`config.mk`:
```
export PLATFORM = sky130hd
export DESIGN_NAME = cpu_level_combiner
export DESIGN_NICKNAME = d
export VERILOG_FILES = /design/src/rtl/lvl_comb_pkg.sv /design/src/rtl/lvl_comb_ctrl.sv /design/src/rtl/lvl_comb_dp.sv /design/src/rtl/cpu_level_combiner.sv
export SDC_FILE = /design/constraint.sdc
export NUM_CORES = 1
export LEC_CHECK = 0
export BUFFER_PORTS_ARGS = -buffer_cell sky130_fd_sc_hd__buf_2
export CORE_ASPECT_RATIO = 1.2
export CORE_MARGIN = 1
export CORE_UTILIZATION = 28
export DETAILED_ROUTE_END_ITERATION = 16
export GPL_ROUTABILITY_DRIVEN = 0
export PLACE_DENSITY = 0.66
export SLEW_MARGIN = 40
export SYNTH_ARGS = -nofsm -noshare
export SYNTH_HDL_FRONTEND = slang
export SYNTH_SLANG_ARGS = --single-unit
export TNS_END_PERCENT = 100
```
`constraint.sdc`:
```
create_clock -name clk -period 2.6 [get_ports clk]
set_clock_uncertainty 0.05 [all_clocks]
set_input_delay 0.13 -clock clk [delete_from_list [all_inputs] [get_ports clk]]
set_output_delay 0.13 -clock clk [all_outputs]
set_load 0.03 [all_outputs]
```
`src/rtl/lvl_comb_pkg.sv`:
```
package lvl_comb_pkg;
  timeunit 1ns; timeprecision 100ps;

  localparam int WORD_W    = 32;
  localparam int NUM_LVL   = 15;
  localparam int LVL_W     = 4;
  localparam int SOFT_LSB  = 17;
  localparam int TIMER_BIT = 14;
  localparam int L15_BIT   = 15;
  localparam int DISP_HI   = 13;
  localparam int IDX_PEND  = 0;
  localparam int IDX_CLR   = 1;
  localparam int IDX_SET   = 2;

  localparam logic [WORD_W-1:0] CLR_MASK = 32'hFFFE_8000;
  localparam logic [WORD_W-1:0] SET_MASK = 32'hFFFE_0000;

  typedef struct packed {
    logic              clrStb;
    logic              setStb;
    logic              rdStb;
    logic [WORD_W-1:0] data;
  } winCmd_t;
endpackage

```
`src/rtl/lvl_comb_ctrl.sv`:
```
module lvl_comb_ctrl
  import lvl_comb_pkg::*;
#(
  parameter int ADDR_W = 4
) (
  input  logic              clk,
  input  logic              rstN,
  input  logic [ADDR_W-1:0] busAddr,
  input  logic              busRd,
  input  logic              busWr,
  input  logic [3:0]        busByteEn,
  input  logic [WORD_W-1:0] busWdata,
  output winCmd_t           cmd
);
  timeunit 1ns; timeprecision 100ps;

  localparam int IDX_W = ADDR_W - 2;

  logic             fullWord;
  logic [IDX_W-1:0] wordIdx;

  always_comb begin
    fullWord   = (busByteEn == 4'hF);
    wordIdx    = busAddr[ADDR_W-1:2];
    cmd.clrStb = busWr && fullWord && (wordIdx == IDX_W'(IDX_CLR));
    cmd.setStb = busWr && fullWord && (wordIdx == IDX_W'(IDX_SET));
    cmd.rdStb  = busRd && fullWord && (wordIdx == IDX_W'(IDX_PEND));
    if (cmd.clrStb)      cmd.data = busWdata & CLR_MASK;
    else if (cmd.setStb) cmd.data = busWdata & SET_MASK;
    else                 cmd.data = '0;
  end

  // a partial write produces no strobe
  assert_partial_write_R13: assert property (@(posedge clk) disable iff (!rstN)
    (busWr && busByteEn != 4'hF) |-> (!cmd.clrStb && !cmd.setStb));

  // a set strobe never carries bits below the soft field
  assert_set_low_clean_R3: assert property (@(posedge clk) disable iff (!rstN)
    cmd.setStb |-> (cmd.data[SOFT_LSB-1:0] == '0));
endmodule

```
`src/rtl/lvl_comb_dp.sv`:
```
module lvl_comb_dp
  import lvl_comb_pkg::*;
(
  input  logic              clk,
  input  logic              rstN,
  input  winCmd_t           cmd,
  input  logic              timerIn,
  input  logic              lvl15In,
  input  logic              masterDisable,
  input  logic              isTarget,
  input  logic [NUM_LVL:1]  hardLevels,
  input  logic [NUM_LVL:1]  rawLevels,
  output logic [WORD_W-1:0] rdData,
  output logic [NUM_LVL:1]  levelOut,
  output logic [LVL_W-1:0]  highLevel
);
  timeunit 1ns; timeprecision 100ps;

  logic [WORD_W-1:0] pendQ, pendD;
  logic              l15Prev;
  logic [NUM_LVL:1]  levelQ, levelD;
  logic [NUM_LVL:1]  bypassLv, hardLv;

  // next pending word: software first, then hardware-owned bits
  always_comb begin
    pendD = pendQ;
    if (cmd.setStb) pendD = pendD | cmd.data;
    if (cmd.clrStb) pendD = pendD & ~cmd.data;
    pendD[TIMER_BIT] = timerIn;
    if (lvl15In && !l15Prev)      pendD[L15_BIT] = 1'b1;
    else if (!lvl15In && l15Prev) pendD[L15_BIT] = 1'b0;
    pendD[DISP_HI:1] = isTarget ? rawLevels[DISP_HI:1] : '0;
    pendD[SOFT_LSB-1] = 1'b0;
    pendD[0]          = 1'b0;
  end

  // next level vector from the next pending word
  always_comb begin
    bypassLv = '0;
    if (!masterDisable) begin
      bypassLv[L15_BIT]   = pendD[L15_BIT];
      bypassLv[TIMER_BIT] = pendD[TIMER_BIT];
    end
    hardLv = (isTarget && !masterDisable) ? hardLevels : '0;
    levelD = pendD[WORD_W-1:SOFT_LSB] | bypassLv | hardLv;
  end

  always_ff @(posedge clk or negedge rstN) begin
    if (!rstN) begin
      pendQ   <= '0;
      l15Prev <= 1'b0;
      levelQ  <= '0;
    end else begin
      pendQ   <= pendD;
      l15Prev <= lvl15In;
      levelQ  <= levelD;
    end
  end

  always_comb begin
    highLevel = '0;
    for (int i = 1; i <= NUM_LVL; i++) begin
      if (levelQ[i]) highLevel = LVL_W'(i);
    end
  end

  assign rdData   = cmd.rdStb ? pendQ : '0;
  assign levelOut = levelQ;

  // pending bit 14 tracks the timer input one clock later
  assert_timer_track_R4: assert property (@(posedge clk) disable iff (!rstN)
    1'b1 |=> (pendQ[TIMER_BIT] == $past(timerIn)));

  // a rising level-15 input is latched into bit 15
  assert_l15_rise_R5: assert property (@(posedge clk) disable iff (!rstN)
    $rose(lvl15In) |=> pendQ[L15_BIT]);

  // a clear strobe removes the addressed soft bit
  assert_soft_clear_R2: assert property (@(posedge clk) disable iff (!rstN)
    (cmd.clrStb && cmd.data[20]) |=> !pendQ[20]);

  // setting soft bit 31 raises level 15
  assert_soft_top_R7: assert property (@(posedge clk) disable iff (!rstN)
    (cmd.setStb && cmd.data[WORD_W-1]) |=> levelOut[NUM_LVL]);

  // with master-disable held and no other source for line 14, it stays low
  assert_bypass_gate_R6: assert property (@(posedge clk) disable iff (!rstN)
    (masterDisable && !isTarget && !pendD[SOFT_LSB+TIMER_BIT-1]) |=> !levelOut[TIMER_BIT]);
endmodule

```
`src/rtl/cpu_level_combiner.sv`:
```
module cpu_level_combiner
  import lvl_comb_pkg::*;
#(
  parameter int ADDR_W = 4
) (
  input  logic              clk,
  input  logic              rstN,
  input  logic [ADDR_W-1:0] busAddr,
  input  logic              busRd,
  input  logic              busWr,
  input  logic [3:0]        busByteEn,
  input  logic [31:0]       busWdata,
  output logic [31:0]       busRdata,
  input  logic              timerIn,
  input  logic              lvl15In,
  input  logic              masterDisable,
  input  logic              isTarget,
  input  logic [15:1]       hardLevels,
  input  logic [15:1]       rawLevels,
  output logic [15:1]       levelOut,
  output logic [3:0]        highLevel
);
  timeunit 1ns; timeprecision 100ps;

  winCmd_t cmd;

  lvl_comb_ctrl #(.ADDR_W(ADDR_W)) u_ctrl (
    .clk       (clk),
    .rstN      (rstN),
    .busAddr   (busAddr),
    .busRd     (busRd),
    .busWr     (busWr),
    .busByteEn (busByteEn),
    .busWdata  (busWdata),
    .cmd       (cmd)
  );

  lvl_comb_dp u_dp (
    .clk           (clk),
    .rstN          (rstN),
    .cmd           (cmd),
    .timerIn       (timerIn),
    .lvl15In       (lvl15In),
    .masterDisable (masterDisable),
    .isTarget      (isTarget),
    .hardLevels    (hardLevels),
    .rawLevels     (rawLevels),
    .rdData        (busRdata),
    .levelOut      (levelOut),
    .highLevel     (highLevel)
  );

  // no active line means the encoded level is zero
  assert_idle_code_R12: assert property (@(posedge clk) disable iff (!rstN)
    (levelOut == '0) |-> (highLevel == '0));
endmodule

```
==> key figures <==
Timing
  • Worst slew pin tran: around 0.64 ns
  • Fin Hold WS: slightly above 0.008 ns
  • Pins Over Slew Limit: 0
  • Final hold violations: 0
  • Fmax: roughly 0.51 GHz
  • Final worst-path cycle share: between 70% and 80%
  • Setup-failing EPs final: 0
  • Slew Limit Headroom: 57.32%
  • RSZ-0062 raised after global routing: no
  • Setup TNS: 0 ns
  • Minimum clock period: 1.952 ns

Status
  • Outcome: complete, no violations

Drt
  • Final wirelength: 6.697 mm
  • DR pass1 iterations: 4
  • Vias: around 2200
  • DR WL/cell: between 10 and 15 µm
  • Detailed Route Iter0 Violations: slightly above 100
  • Drt via density: 4.803
  • Antenna-violating nets left: 0
  • Drc violations: 0

Clock tree
  • Skew-Pair Late Insertion Delay: ~0.30 ns
  • Clock Path Buffers: 2
  • Num CTS Buffers: 5
  • Number of H-tree levels: 2
  • Cts repair resizes: 0
  • Clk root buf: clkbuf_8
  • Clock Sinks: between 40 and 50
  • Hold-fix buffer count after cts: 25
  • CTS tree: yes
  • Clock slew at reported path FFs: about 0.09 ns
  • Post-CTS setup buffers: 0

Worst setup path
  • Reg-to-reg endpoint: u_dp.levelOut[15]$_DFF_PN0_
  • CP arrival: 1.77 ns
  • Worst endpoint required time: 2.42 ns
  • Worst reg-to-reg path cell count: 4
  • Critical path's slowest cell: nor4b_4
  • Reg2reg start: u_dp.l15Prev$_DFF_PN0_
  • Setup slack, reg-to-reg: 1.40 ns
  • Max incr delay on CP: 0.68 ns
  • Cell seen most often among critical-path stages: buf_2
  • Worst setup SP type: input pin
  • Setup CP Type: input pin to output port
  • Worst-path fanout max: 19
  • Crit end category: output port
  • Cells along the critical path: buf_2 > nand4_4 > nor4b_4 > buf_12 > and2_1 > buf_2

Layout
  • Commonest non-fill, non-tap cell in the layout: buf_2
  • Final Util: 40.31%
  • Layout fillers: 824
  • Commonest non-fill, non-tap cells in the layout: buf_2 (105), dfrtp_1 (46), and2_1 (43), nand3_1 (30), dlygate4sd3_1 (25)
  • Layout cells sized above 1: 33.43%
  • Ant diodes: 0
  • # nets final: roughly 440
  • Area Growth Syn to Fin: 39.53%

Power and ir drop
  • VDD IR-drop max: roughly 0.26 mV
  • P_leak: roughly 1.5 nW
  • Power Density: 444.4 mW/mm²
  • Design Power: 1.452 mW

Synth
  • Synth area leader: dfrtp_1
  • Post-synthesis area per instance: 9.800 µm²
  • Cell variety after synth: 34
  • Synth warn: 0
  • Largest cells by area after synthesis: dfrtp_1 (49%), and2_1 (11%), nand3_1 (6.4%), nand4b_1 (5.6%), a21o_1 (4.2%)
  • Synthesized cell area: around 0.0023 mm²
  • Seq/Total Area, Yosys: 49.15%
  • Synth Register Bits: 46
  • Post-synth top flop: dfrtp_1
  • Post-synth top area share: 49.15%
  • FFs w/ async S/R, synth: 100.0%
  • Cell count after synthesis: 239
  • Post-synth EDFFs: 0

Global routing
  • Global-route wire length before repair: between 10 and 15 mm
  • Largest net degree at the start of global routing: between 40 and 50
  • Gr usage total: 15.58%
  • Vias in the first global route: 2082
  • Gr ovfl total: 0
  • Initial antenna violation count: 0

Worst hold path
  • Hold Crit Depth: 2
  • Worst Hold Class: input pin to register
  • Hold endpoint: u_dp.pendQ[2]$_DFF_PN0_
  • Hold_sp: rawLevels[2]

Place
  • Post-detail-place hpwl: 4.671 mm
  • IO buf count: roughly 110

Floorplan
  • Die Area: 0.008736 mm²
  • Chip height: slightly above 100 µm
  • # rows: 36
  • Starting density of the core: 28.89%
  • Die W: 85.49 µm
  • Core Footprint: 0.008108 mm²
  • Num ports: roughly 130

Job
  • MaxCap Viol Count: 0
[cell families (layout without fill, tap and decap cells)]
logic type             Yosys count  after routing  synth area share, %
AND/OR/NAND/NOR                128            128                33.92
flip-flops                      46             46                49.15
AO/OA/AOI/OAI                   41             41                11.11
buffers and inverters           23            145                5.662
other                            1              2               0.1601
[cell usage after synthesis, drive strengths merged (2+ instances only)]
| cell | instances |
|---|---|
| o21ai | 18 |
| nand2 | 19 |
| a21oi | 3 |
| inv | 4 |
| a21o | 13 |
| o21bai | 2 |
| nor2 | 5 |
| and2 | 44 |
| nand4b | 16 |
| nor4 | 2 |
| buf | 12 |
| clkbuf | 7 |
| dfrtp | 46 |
| nor3 | 4 |
| nand3 | 31 |
| nor2b | 3 |
[worst max path at each step]
stage | startpoint | end | slack, ns | depth (start not counted)
2_1_floorplan | u_dp.levelOut[1]$_DFF_PN0_ | highLevel[0] | 0.90 | 4
3_3_place_gp | busByteEn[2] | busRdata[19] | 0.64 | 6
4_1_cts | busByteEn[2] | busRdata[2] | 0.63 | 6
3_5_place_dp | busByteEn[2] | busRdata[2] | 0.62 | 6
5_1_grt | busByteEn[2] | busRdata[7] | 0.52 | 6
6_report | busByteEn[2] | busRdata[2] | 0.65 | 6
[layer usage]
metal	routed length, µm	track usage [%]
met3	337	2.827
met4	44	4.103
met5	0	0
met1	2940	18.90
met2	3374	28.49
[stage by stage]
step	worst slack [ns]	cells	cell area (µm²)
detailed placement	0.6215	424	2908
global route	0.5167	457	3268
finish	0.6476	457	3268
global placement	0.6363	424	2905
floorplan	0.9018	240	2346
CTS	0.6250	457	3268
[critical path: cells and delay by family]
family,cells,cell delay [ns]
and+or+nand+nor,3,1.10
buffers and inverters,3,0.53
[power by group]
part           switching [mW]  internal, mW
Combinational          0.0960        0.0820
Sequential            0.00641         0.731
Clock                   0.249         0.287
Total                   0.352          1.10
[layout make-up]
| type | instances | area, µm² | area share [%] |
|---|---|---|---|
| flip-flops and latches | 46 | 1151 | 35.22 |
| multi-input cells | 171 | 1062 | 32.50 |
| inverters | 4 | 15.01 | 0.4594 |
| clock buffers | 6 | 72.57 | 2.221 |
| repair buffers | 133 | 810.8 | 24.81 |
| clock inverters | 2 | 37.54 | 1.149 |
| well taps | 95 | 118.9 | 3.637 |
[state kept, by name, summed over array words and instances, names as in the netlist]
register and count:
u_dp.levelOut 15, u_dp.l15Prev 1, u_dp.pendQ 30
Note: power is estimated with default switching activity, not from simulation.
